==> src/rtl/dpthr_pkg.sv <==
package dpthr_pkg;

  typedef enum logic [1:0] {
    CLS_OTHER = 2'b00,
    CLS_SP    = 2'b01,
    CLS_DP    = 2'b10,
    CLS_SPARE = 2'b11
  } instClass_e;

  // strobes from the control to the datapath
  typedef struct packed {
    logic issueSp;
    logic issueDp;
    logic stall;
  } issueStrobe_t;

endpackage

==> src/rtl/dpthr_delay_line.sv <==
module dpthr_delay_line #(
  parameter int DEPTH = 4,
  parameter int W     = 8
) (
  input  logic         clk,
  input  logic         rstN,
  input  logic         inValid,
  input  logic [W-1:0] inData,
  output logic         outValid,
  output logic [W-1:0] outData
);

  logic [W:0] stage [DEPTH];

  always_ff @(posedge clk or negedge rstN) begin
    if (!rstN) begin
      for (int i = 0; i < DEPTH; i++) stage[i] <= '0;
    end else begin
      for (int i = DEPTH - 1; i > 0; i--) stage[i] <= stage[i-1];
      stage[0] <= {inValid, inData};
    end
  end

  assign outValid = stage[DEPTH-1][W];
  assign outData  = stage[DEPTH-1][W-1:0];

endmodule

==> src/rtl/dpthr_ctrl.sv <==
module dpthr_ctrl
  import dpthr_pkg::*;
#(
  parameter int BASE_STALL = 6,
  parameter int ENH_GAP    = 2
) (
  input  logic         clk,
  input  logic         rstN,
  input  logic         enhMode,
  input  logic         inValid,
  input  logic [1:0]   inClass,
  output logic         inReady,
  output issueStrobe_t strobe
);

  localparam int STALL_W = $clog2(BASE_STALL + 1);
  localparam int GAP_W   = $clog2(ENH_GAP + 1);

  logic [STALL_W-1:0] stallCnt;
  logic [GAP_W-1:0]   gapCnt;
  instClass_e         headCls;
  logic               headIsDp;
  logic               headIsSp;
  logic               baseBlocked;
  logic               gapBlocked;
  logic               fire;

  assign headCls     = instClass_e'(inClass);
  assign headIsDp    = (headCls == CLS_DP);
  assign headIsSp    = (headCls == CLS_SP);
  assign baseBlocked = (stallCnt != '0);
  assign gapBlocked  = headIsDp && (gapCnt != '0);

  assign inReady = enhMode ? !gapBlocked : !baseBlocked;
  assign fire    = inValid && inReady;

  assign strobe.issueSp = fire && headIsSp;
  assign strobe.issueDp = fire && headIsDp;
  assign strobe.stall   = inValid && !inReady;

  // baseline: whole-pipe freeze after a double-precision issue
  always_ff @(posedge clk or negedge rstN) begin
    if (!rstN) begin
      stallCnt <= '0;
    end else if (strobe.issueDp && !enhMode) begin
      stallCnt <= STALL_W'(BASE_STALL);
    end else if (baseBlocked) begin
      stallCnt <= stallCnt - STALL_W'(1);
    end
  end

  // enhanced: spacing between double-precision issues only
  always_ff @(posedge clk or negedge rstN) begin
    if (!rstN) begin
      gapCnt <= '0;
    end else if (strobe.issueDp && enhMode) begin
      gapCnt <= GAP_W'(ENH_GAP - 1);
    end else if (gapCnt != '0) begin
      gapCnt <= gapCnt - GAP_W'(1);
    end
  end

endmodule

==> src/rtl/dpthr_datapath.sv <==
module dpthr_datapath
  import dpthr_pkg::*;
#(
  parameter int TAG_W  = 8,
  parameter int SP_LAT = 6,
  parameter int DP_LAT = 13,
  parameter int CNT_W  = 16
) (
  input  logic             clk,
  input  logic             rstN,
  input  issueStrobe_t     strobe,
  input  logic [TAG_W-1:0] inTag,
  output logic             spDoneValid,
  output logic [TAG_W-1:0] spDoneTag,
  output logic             dpLaneValid,
  output logic             dpLaneLast,
  output logic [TAG_W-1:0] dpLaneTag,
  output logic [CNT_W-1:0] dpIssueCount,
  output logic [CNT_W-1:0] spIssueCount,
  output logic [CNT_W-1:0] stallCount
);

  localparam int LANE0_DEPTH = DP_LAT - 1;

  logic             lane0Valid;
  logic [TAG_W-1:0] lane0Tag;
  logic             lane1Valid;
  logic [TAG_W-1:0] lane1Tag;

  dpthr_delay_line #(.DEPTH(SP_LAT), .W(TAG_W)) u_spLine (
    .clk      (clk),
    .rstN     (rstN),
    .inValid  (strobe.issueSp),
    .inData   (inTag),
    .outValid (spDoneValid),
    .outData  (spDoneTag)
  );

  dpthr_delay_line #(.DEPTH(LANE0_DEPTH), .W(TAG_W)) u_dpLane0 (
    .clk      (clk),
    .rstN     (rstN),
    .inValid  (strobe.issueDp),
    .inData   (inTag),
    .outValid (lane0Valid),
    .outData  (lane0Tag)
  );

  // second lane follows the first through the one shared datapath
  dpthr_delay_line #(.DEPTH(1), .W(TAG_W)) u_dpLane1 (
    .clk      (clk),
    .rstN     (rstN),
    .inValid  (lane0Valid),
    .inData   (lane0Tag),
    .outValid (lane1Valid),
    .outData  (lane1Tag)
  );

  assign dpLaneValid = lane0Valid || lane1Valid;
  assign dpLaneLast  = lane1Valid;
  assign dpLaneTag   = lane1Valid ? lane1Tag : lane0Tag;

  always_ff @(posedge clk or negedge rstN) begin
    if (!rstN) begin
      dpIssueCount <= '0;
      spIssueCount <= '0;
      stallCount   <= '0;
    end else begin
      if (strobe.issueDp) dpIssueCount <= dpIssueCount + CNT_W'(1);
      if (strobe.issueSp) spIssueCount <= spIssueCount + CNT_W'(1);
      if (strobe.stall)   stallCount   <= stallCount + CNT_W'(1);
    end
  end

endmodule

==> src/rtl/dp_issue_throttle.sv <==
module dp_issue_throttle
  import dpthr_pkg::*;
#(
  parameter int TAG_W        = 8,
  parameter int SP_LAT       = 6,
  parameter int DP_ARITH_LAT = 9,
  parameter int DP_MOVE_LAT  = 4,
  parameter int BASE_STALL   = 6,
  parameter int ENH_GAP      = 2,
  parameter int CNT_W        = 16
) (
  input  logic             clk,
  input  logic             rstN,
  input  logic             enhMode,
  input  logic             inValid,
  input  logic [1:0]       inClass,
  input  logic [TAG_W-1:0] inTag,
  output logic             inReady,
  output logic             spDoneValid,
  output logic [TAG_W-1:0] spDoneTag,
  output logic             dpLaneValid,
  output logic             dpLaneLast,
  output logic [TAG_W-1:0] dpLaneTag,
  output logic [CNT_W-1:0] dpIssueCount,
  output logic [CNT_W-1:0] spIssueCount,
  output logic [CNT_W-1:0] stallCount
);

  localparam int DP_LAT = DP_ARITH_LAT + DP_MOVE_LAT;

  issueStrobe_t strobe;

  dpthr_ctrl #(.BASE_STALL(BASE_STALL), .ENH_GAP(ENH_GAP)) u_ctrl (
    .clk     (clk),
    .rstN    (rstN),
    .enhMode (enhMode),
    .inValid (inValid),
    .inClass (inClass),
    .inReady (inReady),
    .strobe  (strobe)
  );

  dpthr_datapath #(
    .TAG_W(TAG_W), .SP_LAT(SP_LAT), .DP_LAT(DP_LAT), .CNT_W(CNT_W)
  ) u_dp (
    .clk          (clk),
    .rstN         (rstN),
    .strobe       (strobe),
    .inTag        (inTag),
    .spDoneValid  (spDoneValid),
    .spDoneTag    (spDoneTag),
    .dpLaneValid  (dpLaneValid),
    .dpLaneLast   (dpLaneLast),
    .dpLaneTag    (dpLaneTag),
    .dpIssueCount (dpIssueCount),
    .spIssueCount (spIssueCount),
    .stallCount   (stallCount)
  );

endmodule

==> config.mk <==
export PLATFORM = sky130hd
export DESIGN_NAME = dp_issue_throttle
export DESIGN_NICKNAME = d
export VERILOG_FILES = /design/src/rtl/dpthr_pkg.sv /design/src/rtl/dpthr_delay_line.sv /design/src/rtl/dpthr_ctrl.sv /design/src/rtl/dpthr_datapath.sv /design/src/rtl/dp_issue_throttle.sv
export SDC_FILE = /design/constraint.sdc
export NUM_CORES = 1
export LEC_CHECK = 0
export ABC_AREA = 1
export BUFFER_PORTS_ARGS = -buffer_cell sky130_fd_sc_hd__buf_4
export CAP_MARGIN = 20
export CORE_MARGIN = 2
export CORE_UTILIZATION = 25
export CTS_CLUSTER_SIZE = 10
export DETAILED_ROUTE_END_ITERATION = 10
export PLACE_DENSITY = 0.38
export SLEW_MARGIN = 20
export SYNTH_ARGS = -nofsm -noshare
export SYNTH_HDL_FRONTEND = slang
export SYNTH_HIERARCHICAL = 1
export SYNTH_SLANG_ARGS = --single-unit
==> constraint.sdc <==
create_clock -name clk -period 1.7 [get_ports clk]
set_input_delay 0.34 -clock clk [delete_from_list [all_inputs] [get_ports clk]]
set_output_delay 0.34 -clock clk [all_outputs]
set_load 0.01 [all_outputs]
=== Word level (Yosys, flattened, before mapping) ===
Index checks and enable logic that the tools add are counted.

* Bits in registers: 224
* Input port bits: 14
* Output and inout bits: 68
* Word-level logic and storage cells: 53

* $add $sub $neg: 5
* Eq/ne operators: 2
* Muxes and demuxes: 6
* Reductions and logical operators: 16

{| class="wikitable"
|+ Operators with widths
! kind !! count
|-
| $add 16x1->16 const B || 3
|-
| $mux 8 || 1
|-
| $logic_and 1x1->1 || 7
|-
| $mux 3 || 2
|-
| $reduce_bool 2->1 || 3
|-
| $logic_not 1->1 || 4
|-
| $mux 2 || 2
|-
| $reduce_bool 3->1 || 1
|-
| $sub 3x1->3 const B || 1
|-
| $eq 2x1->1 const B || 1
|-
| $eq 2x2->1 const B || 1
|-
| $sub 2x1->2 const B || 1
|-
| $logic_or 1x1->1 || 1
|-
| $mux 1 || 1
|}

=== Logic depth before layout (Yosys ltp) ===
Gate-level depths: netlist of the first run.

* Depth after elaboration: 8
* Mapped depth: 13
* Gate-level depth less buffers: 13

=== By module ===
Netlist of the first run, hierarchy kept.

{| class="wikitable"
|+ Modules (own cells, without submodules)
! module !! instances !! cells each !! area an instance (um^2) !! sequential area each (um^2)
|-
| dpthr_delay_line at u_dp.u_dpLane0 || 1 || 116 || 2,762.6 || 2,702.6
|-
| dpthr_datapath || 1 || 312 || 2,532.4 || 1,201.2
|-
| dpthr_delay_line at u_dp.u_spLine || 1 || 62 || 1,411.4 || 1,351.3
|-
| dpthr_ctrl || 1 || 50 || 359.1 || 125.1
|-
| dpthr_delay_line at u_dp.u_dpLane1 || 1 || 9 || 225.2 || 225.2
|}

=== Least setup slack after synthesis of the first run ===
Ideal clock, no wire load.

* Path kind: register -> register
* Start: reg u_ctrl.gapCnt[0]
* End: reg u_dp.stallCount[11]
* Setup time: 123 ps
* Arrival: 1,716 ps
* Data required time: 1,577 ps
* Setup slack: -139 ps
* Stages on the path, launching flop included: 13
* Buffers on the path: 1
* Clock period less this slack: 1,839 ps
* Cells stage by stage: dfrtp_1 > inv_1 > ha_1 > nor2_1 > nand2_2 > and2_4 > nor2_2 > buf_4 > nand3_1 > nor2_2 > nand2_2 > o21ai_0 > nand2_1

{| class="wikitable"
|+ RTL lines
! element !! line !! RTL
|-
| from (decl) || dpthr_ctrl.sv:20 || <nowiki>logic [GAP_W-1:0] gapCnt;</nowiki>
|-
| from (signal assigned) || dpthr_ctrl.sv:57 || <nowiki>gapCnt <= GAP_W'(ENH_GAP - 1);</nowiki>
|-
| from (signal assigned) || dpthr_ctrl.sv:59 || <nowiki>gapCnt <= gapCnt - GAP_W'(1);</nowiki>
|-
| to (signal assigned) || dpthr_datapath.sv:70 || <nowiki>if (strobe.stall) stallCount <= stallCount + CNT_W'(1);</nowiki>
|-
| to (decl) || dpthr_datapath.sv:20 || <nowiki>output logic [CNT_W-1:0] stallCount</nowiki>
|}

=== Worst setup path in the final report of the first run ===
* Start: reg u_ctrl.gapCnt[0]
* End: out inReady

* Cells in the longest elaborated chain, start to end: 4

{| class="wikitable"
|+ Ends and longest elaborated chain
! element !! line !! RTL
|-
| $reduce_bool 2->1 || dpthr_ctrl.sv:32 || <nowiki>assign gapBlocked = headIsDp && (gapCnt != '0);</nowiki>
|-
| $logic_and 1x1->1 || dpthr_ctrl.sv:32 ||
|-
| $logic_not 1->1 || dpthr_ctrl.sv:34 || <nowiki>assign inReady = enhMode ? !gapBlocked : !baseBlocked;</nowiki>
|-
| $mux 1 || dpthr_ctrl.sv:34 ||
|-
| to (decl) || dp_issue_throttle.sv:18 || <nowiki>output logic inReady,</nowiki>
|}

Every way passes these cells.

==> results.sh, run 1 <==
export IMPL_nets=713
export IMPL_rsz0062_at_grt="true"
export IMPL_hold_viol=0
export IMPL_grt_use_met2_pct=13.9
export IMPL_intPower_mw=9.72
export IMPL_cts_path_max_buffers=3
export IMPL_synth_xor_area_share_pct=4.08
export IMPL_setup_ws_ps=-181
export IMPL_drv_slew=0
export IMPL_design_area_um2=9980
export IMPL_io_pins=82
export IMPL_layout_drive_gt1_share_pct=35.6
export IMPL_drc_errors=0
export IMPL_min_delay_path_depth=3
export IMPL_crit_fanout=2
export IMPL_whs_ps=148
export IMPL_grt_busiest_layer="met2"
export IMPL_viasPerCell=3.84
export IMPL_path_clk_slew_ps=60
export IMPL_crit_arrival_ps=1540
export IMPL_hp_class="input port to flip-flop"
export IMPL_htreeDepth=1
export IMPL_r2r_cells=12
export IMPL_routedWlPerCell_um=12.1
export IMPL_dr_pass1_iters=4
export IMPL_combPwrFrac_pct=12.7
export IMPL_clock_skew_ps=9.40
export IMPL_violations="setup timing"
export IMPL_synth_compound_area_share_pct=0.412
export IMPL_coreArea_um2=28700
export IMPL_synth_area_leaders="dfrtp_1 77%, nand2_1 5.4%, inv_1 2.8%"
export IMPL_cts_tree="done"
export IMPL_drt_iter0_markers=147
export IMPL_pwr_share_seq_pct=47.4
export IMPL_numCtsBuffers=27
export IMPL_syn_area_um2=7290
export IMPL_holdPathEnd="u_ctrl/gapCnt[0]$_DFFE_PN0P_"
export IMPL_achievable_frequency_mhz=532
export IMPL_die_h_um=175
export IMPL_relSlewSlack_pct=74.9
export IMPL_reg2reg_to="u_dp/stallCount[13]$_DFFE_PN0P_"
export IMPL_tightestPinTransition_ps=376
export IMPL_final_util_pct=34.8
export IMPL_synth_cell_types=24
export IMPL_synth_fp_nets=569
export IMPL_ys_ff_latch=224
export IMPL_portBuffers=81
export IMPL_r2r_start="u_ctrl/gapCnt[0]$_DFFE_PN0P_"
export IMPL_finalSetupViolations=38
export IMPL_synth_mux_area_share_pct=0.309
export IMPL_p_sw_mw=3.18
export IMPL_grt_use_met3_pct=2.46
export IMPL_drv_cap=0
export IMPL_dpl_hpwl_mm=8.10
export IMPL_use_met1_pct=11.5
export IMPL_period_minus_slack_ps=1880
export IMPL_place_area_um2=8500
export IMPL_ys_warn_count=6
export IMPL_layout_commonest_cell="dfrtp_1"
export IMPL_ir_drop_mv=0.676
export IMPL_grt_pass1_vias=4438
export IMPL_drt_total_wl_mm=13.2
export IMPL_final_cells=1087
export IMPL_endpoint_kind="output pin"
export IMPL_swShare_pct=24.6
export IMPL_cts_sinks=224
export IMPL_antenna_found_initial=0
export IMPL_clock_latency_ps=530
export IMPL_syn2layout_area_growth_pct=36.9
export IMPL_die_area_um2=30500
export IMPL_row_count=62
export IMPL_grt_max_degree=60
export IMPL_cts_root_buf="clkbuf_16"
export IMPL_gr_usage_all_layers_pct=8.74
export IMPL_mostFrequentLayoutCells="223 x dfrtp_1, 94 x buf_4, 73 x nand2_1, 47 x inv_1, 31 x nand2_2"
export IMPL_die_x_um=175
export IMPL_r2r_slack_ps=-160
export IMPL_status="finished with violations"
export IMPL_syn_inst=549
export IMPL_placed_cells=1016
export IMPL_hold_start="enhMode"
export IMPL_synthSimpleGateAreaFrac_pct=12.6
export IMPL_ys_seq_area_share_pct=76.9
export IMPL_synth_top_family_by_area="simple AND/OR/NAND/NOR gates"
export IMPL_synthAdderAreaFrac_pct=1.03
export IMPL_initial_core_util_pct=25.4
export IMPL_vias=4177
export IMPL_required_ps=1360
export IMPL_tns_ps=-2720
export IMPL_power_density_nw_per_um2=1290
export IMPL_finalCritPeriodShare_pct=111
export IMPL_synth_top_area_share_pct=76.9
export IMPL_insertedDiodeCount=0
export IMPL_gp_congestion=0.807
export IMPL_leakage_nw=4.78
export IMPL_fill_cells=2837
export IMPL_pwr_share_clk_pct=39.9
export IMPL_critPathKind="flip-flop to output pin"
export IMPL_grt_pass1_wl_mm=22.1
export IMPL_cp_start_kind="flip-flop"
export IMPL_synth_largest_area_cell="dfrtp_1"
export IMPL_grt_ovfl_total=0
export IMPL_synth_avg_cell_area_um2=13.3
export IMPL_antenna_left=0
## state kept, by name, summed over array words and instances (netlist names)
signal and flops:
u_dp/u_dpLane0/outValid 1, u_dp/u_dpLane0/stage 99, u_ctrl/stallCnt 3, u_dp/u_dpLane0/outData 8
u_dp/u_spLine/outValid 1, u_dp/u_spLine/stage 45, u_dp/u_spLine/outData 8, u_ctrl/gapCnt 2
u_dp/spIssueCount 16, u_dp/u_dpLane1/stage 9, u_dp/dpIssueCount 16, u_dp/stallCount 16
## worst max-delay path, cell delays in order, from the launching register on
cell and delay, ps:
dfrtp_1 370, inv_2 50, ha_4 160, nor2_4 70, nand2_2 70, and2_4 150
buf_4 140
## Yosys cell counts
library cell	instances
inv_1	54
ha_1	6
nand4_1	14
nor3_1	6
buf_4	17
nand3_2	1
buf_2	1
nor2_4	3
xnor2_1	14
clkbuf_1	1
or2_2	2
xor2_1	20
nand3b_1	1
nand2_2	8
nor2_2	7
nand2_1	104
and2_4	1
inv_2	1
nor2_1	35
mux2_2	2
dfrtp_1	224
o21ai_0	6
nand3_1	20
nand3b_2	1
## stage by stage
step	power (mW)	worst slack, ps
finish	12.9	-181
global route	13.6	-300
CTS	13.1	-212
detailed placement	7.58	-173
global placement	7.51	-144
floorplan	6.84	6.10
## cells by family (layout without fill, tap and decap cells)
family	Yosys count	after routing
muxes	2	2
xor gates and xnor gates	34	34
and+or+nand+nor	203	203
buffers and inverters	74	228
adders and majority gates	6	6
AOI/OAI and AO/OA	6	6
DFF	224	224
## metal layers
metal / vias up / routed length [um]
met4: 0 / 291
li1: 1962 / -
met5: - / 0
met1: 2082 / 5930
met2: 110 / 6150
met3: 23 / 780
## repair_timing
item,4_1_cts,5_1_grt
gates cloned,0,1
resized for setup,37,84
hold endpoints to repair,55,0
setup buffers,11,12
setup endpoints to repair,41,56
hold buffers,9,0
pin swaps,25,27
## worst max path at each step
stage	from	to	slack, ps
2_1_floorplan	u_ctrl/stallCnt[0]$_DFFE_PN0P_	u_dp/spIssueCount[8]$_DFFE_PN0P_	6
3_3_place_gp	u_ctrl/stallCnt[1]$_DFFE_PN0P_	u_dp/dpIssueCount[14]$_DFFE_PN0P_	-140
3_5_place_dp	u_ctrl/stallCnt[1]$_DFFE_PN0P_	u_dp/dpIssueCount[14]$_DFFE_PN0P_	-170
4_1_cts	u_ctrl/gapCnt[0]$_DFFE_PN0P_	inReady	-210
5_1_grt	u_ctrl/gapCnt[1]$_DFFE_PN0P_	u_dp/dpIssueCount[14]$_DFFE_PN0P_	-300
6_report	u_ctrl/gapCnt[0]$_DFFE_PN0P_	inReady	-180
## cell type report
class / count / area [um^2] / area share [%]
clock inverters: 2 / 50.0 / 0.501
inverters: 55 / 211 / 2.12
multi-input cells: 251 / 1720 / 17.2
repair buffers: 134 / 1180 / 11.9
flip-flops and latches: 224 / 5610 / 56.2
well taps: 384 / 480 / 4.81
clock buffers: 37 / 733 / 7.34
## power groups by stage
stage	Clock, mW	Combinational [mW]	Sequential [mW]
floorplan	0	0.676	6.17
global placement	0	1.35	6.16
detailed placement	0	1.40	6.18
CTS	5.42	1.53	6.10
global route	5.63	1.82	6.18
finish	5.15	1.64	6.12
(Power assumes the default switching activity.)
==> run 2, diff against run 1 <==
==> constraint.sdc (replaced) <==
create_clock -name clk -period 1.7 [get_ports clk]
set_input_delay 0.34 -clock clk [delete_from_list [all_inputs] [get_ports clk]]
set_output_delay 0.34 -clock clk [all_outputs]
set_load 0.1 [all_outputs]
==> results.sh, run 2 (synthesis results as in run 1) <==
export IMPL_crit_arrival_ps=1590
export IMPL_tns_ps=-6510
export IMPL_crit_chain="inv_2 > ha_4 > nand2_4 > nand2_4 > and2_4 > buf_12"
export IMPL_total_power_mw=14.0
export IMPL_cts_root_buf="clkbuf_16"
export IMPL_clock_skew_ps=6.76
export IMPL_cp_start_kind="flip-flop"
export IMPL_syn2layout_area_growth_pct=39.6
export IMPL_pwr_share_seq_pct=44.0
export IMPL_cts_path_max_buffers=3
export IMPL_viasPerCell=3.79
export IMPL_crit_fanout=3
export IMPL_endpoint_kind="output pin"
export IMPL_layout_commonest_cell="dfrtp_1"
export IMPL_io_pins=82
export IMPL_pwr_share_clk_pct=33.9
export IMPL_setup_ws_ps=-228
export IMPL_die_x_um=175
export IMPL_regMostFlops="u_dp/u_dpLane0/stage"
export IMPL_relSlewSlack_pct=68.9
export IMPL_die_h_um=175
export IMPL_dpl_hpwl_mm=7.92
export IMPL_gr_usage_all_layers_pct=8.63
export IMPL_swShare_pct=31.9
export IMPL_grt_pass1_vias=4419
export IMPL_vias=4131
export IMPL_hold_start="enhMode"
export IMPL_clock_latency_ps=520
export IMPL_cpPeakStageDelay_ps=380
export IMPL_hold_viol=0
export IMPL_final_cells=1089
export IMPL_leakage_nw=4.82
export IMPL_row_count=62
export IMPL_violations="setup timing"
export IMPL_finalSetupViolations=52
export IMPL_power_density_nw_per_um2=1370
export IMPL_largest_registers="u_dp/u_dpLane0/stage x99, u_dp/u_spLine/stage x45"
export IMPL_drv_slew=0
export IMPL_cts_sinks=224
export IMPL_drc_errors=0
export IMPL_portBuffers=81
export IMPL_intPower_mw=9.52
export IMPL_largest_reg_flops=99
export IMPL_period_minus_slack_ps=1930
export IMPL_nets=717
export IMPL_status="finished with violations"
export IMPL_gp_congestion=0.764
export IMPL_fill_cells=2845
export IMPL_drt_total_wl_mm=12.8
export IMPL_achievable_frequency_mhz=519
export IMPL_finalCritPeriodShare_pct=113
export IMPL_mostFrequentLayoutCells="200 x dfrtp_1, 86 x buf_4, 76 x nand2_1, 47 x inv_1, 28 x nor2_1"
export IMPL_placed_cells=1018
export IMPL_cp_slowest_cell="dfrtp_1"
export IMPL_path_clk_slew_ps=50
export IMPL_htreeDepth=1
export IMPL_combPwrFrac_pct=22.2
export IMPL_grt_pass1_wl_mm=21.8
export IMPL_initial_core_util_pct=25.4
export IMPL_critPathLaunch="u_ctrl/stallCnt[1]$_DFFE_PN0P_"
export IMPL_tightestPinTransition_ps=466
export IMPL_p_sw_mw=4.46
export IMPL_dr_pass1_iters=4
export IMPL_hp_class="input port to flip-flop"
export IMPL_rsz0062_at_grt="true"
export IMPL_ir_drop_mv=1.81
export IMPL_layout_drive_gt1_share_pct=38.6
export IMPL_required_ps=1360
export IMPL_antenna_found_initial=1
export IMPL_grt_ovfl_total=0
export IMPL_cp_common_cell="nand2_4"
export IMPL_numCtsBuffers=26
export IMPL_critPathKind="flip-flop to output pin"
export IMPL_r2r_start="u_ctrl/gapCnt[1]$_DFFE_PN0P_"
export IMPL_routedWlPerCell_um=11.8
export IMPL_drv_cap=0
export IMPL_drt_iter0_markers=212
export IMPL_coreArea_um2=28700
export IMPL_antenna_left=0
export IMPL_die_area_um2=30500
export IMPL_grt_max_degree=56
export IMPL_cts_tree="done"
run 2: cell count changes in the layout (fill, tap and decap cells not counted), sizes merged:
| cell | previous run | this run |
|---|---|---|
| buf | 125 | 130 |
| clkbuf | 37 | 33 |
| bufinv | 1 | 0 |
| clkinv | 1 | 2 |
| clkinvlp | 0 | 1 |
| diode | 0 | 1 |
| inv | 55 | 54 |
run 2: metrics by stage:
step           instance area [um^2]  util [%]  hold WS [ps]  setup slack, ps
2_1_floorplan                  7450         -          44.4             -199
3_3_place_gp                   8640      30.1           310            -88.8
3_5_place_dp                   8640      30.1           312             -150
4_1_cts                        9860      34.4           121             -240
5_1_grt                       10200      35.5           165             -305
6_report                      10200      35.5           147             -228
run 2: what timing repair did:
item                                   4_1_cts  5_1_grt
resized for setup                           75       57
setup endpoints to repair                   38       61
hold buffers                                 9        0
gates cloned                                 1        0
endpoints found under the hold margin       66        0
buffers inserted                            15       12
pin swaps                                   25       26
run 2: final timing paths:
kind | to | slack (ps) | depth (start not counted)
worst max-delay path | inReady | -230 | 6
worst min-delay path | u_ctrl/gapCnt[0]$_DFFE_PN0P_ | 150 | 3
worst max register to register | u_dp/dpIssueCount[14]$_DFFE_PN0P_ | -180 | 15
worst min register to register | u_dp/u_dpLane0/stage[70]$_DFF_PN0_ | 340 | 0
max in group asynchronous | u_dp/u_dpLane0/stage[98]$_DFF_PN0_ | 730 | 3
min in group asynchronous | u_dp/u_dpLane1/stage[0]$_DFF_PN0_ | 350 | 2
run 2: power by group through the flow:
stage / clock network (mW) / logic, mW / registers, mW
after floorplan: 0 / 0.975 / 7.23
after CTS: 4.96 / 2.99 / 6.15
after global routing: 5.23 / 3.29 / 6.22
after detailed placement: 0 / 2.74 / 6.22
after global placement: 0 / 2.69 / 6.20
final: 4.73 / 3.10 / 6.15
run 2: layout make-up:
class	count	area (um^2)	share of cell area (%)
clock buffers	33	677	6.65
flip-flops and latches	224	5640	55.4
well taps	384	480	4.72
multi-input cells	251	1760	17.3
inverters	55	210	2.06
diodes	1	2.50	0.0246
clock inverters	2	35.0	0.344
repair buffers	139	1380	13.5
run 2: critical path, delay by kind of cell, from the launching register on:
| kind | cells | cell delay [ps] |
|---|---|---|
| and+or+nand+nor | 3 | 280 |
| adders and majority gates | 1 | 140 |
| buffers and inverters | 2 | 250 |
| DFF | 1 | 380 |
run 2: routing by layer:
layer	track usage (%)	wire [um]	part of all wire, %	vias to the layer above
met2	13.3	6020	47	94
met5	0	0	0	-
li1	-	-	-	1967
met3	2.09	645	5.0	32
met4	4.17	443	3.5	0
met1	11.4	5710	45	2038
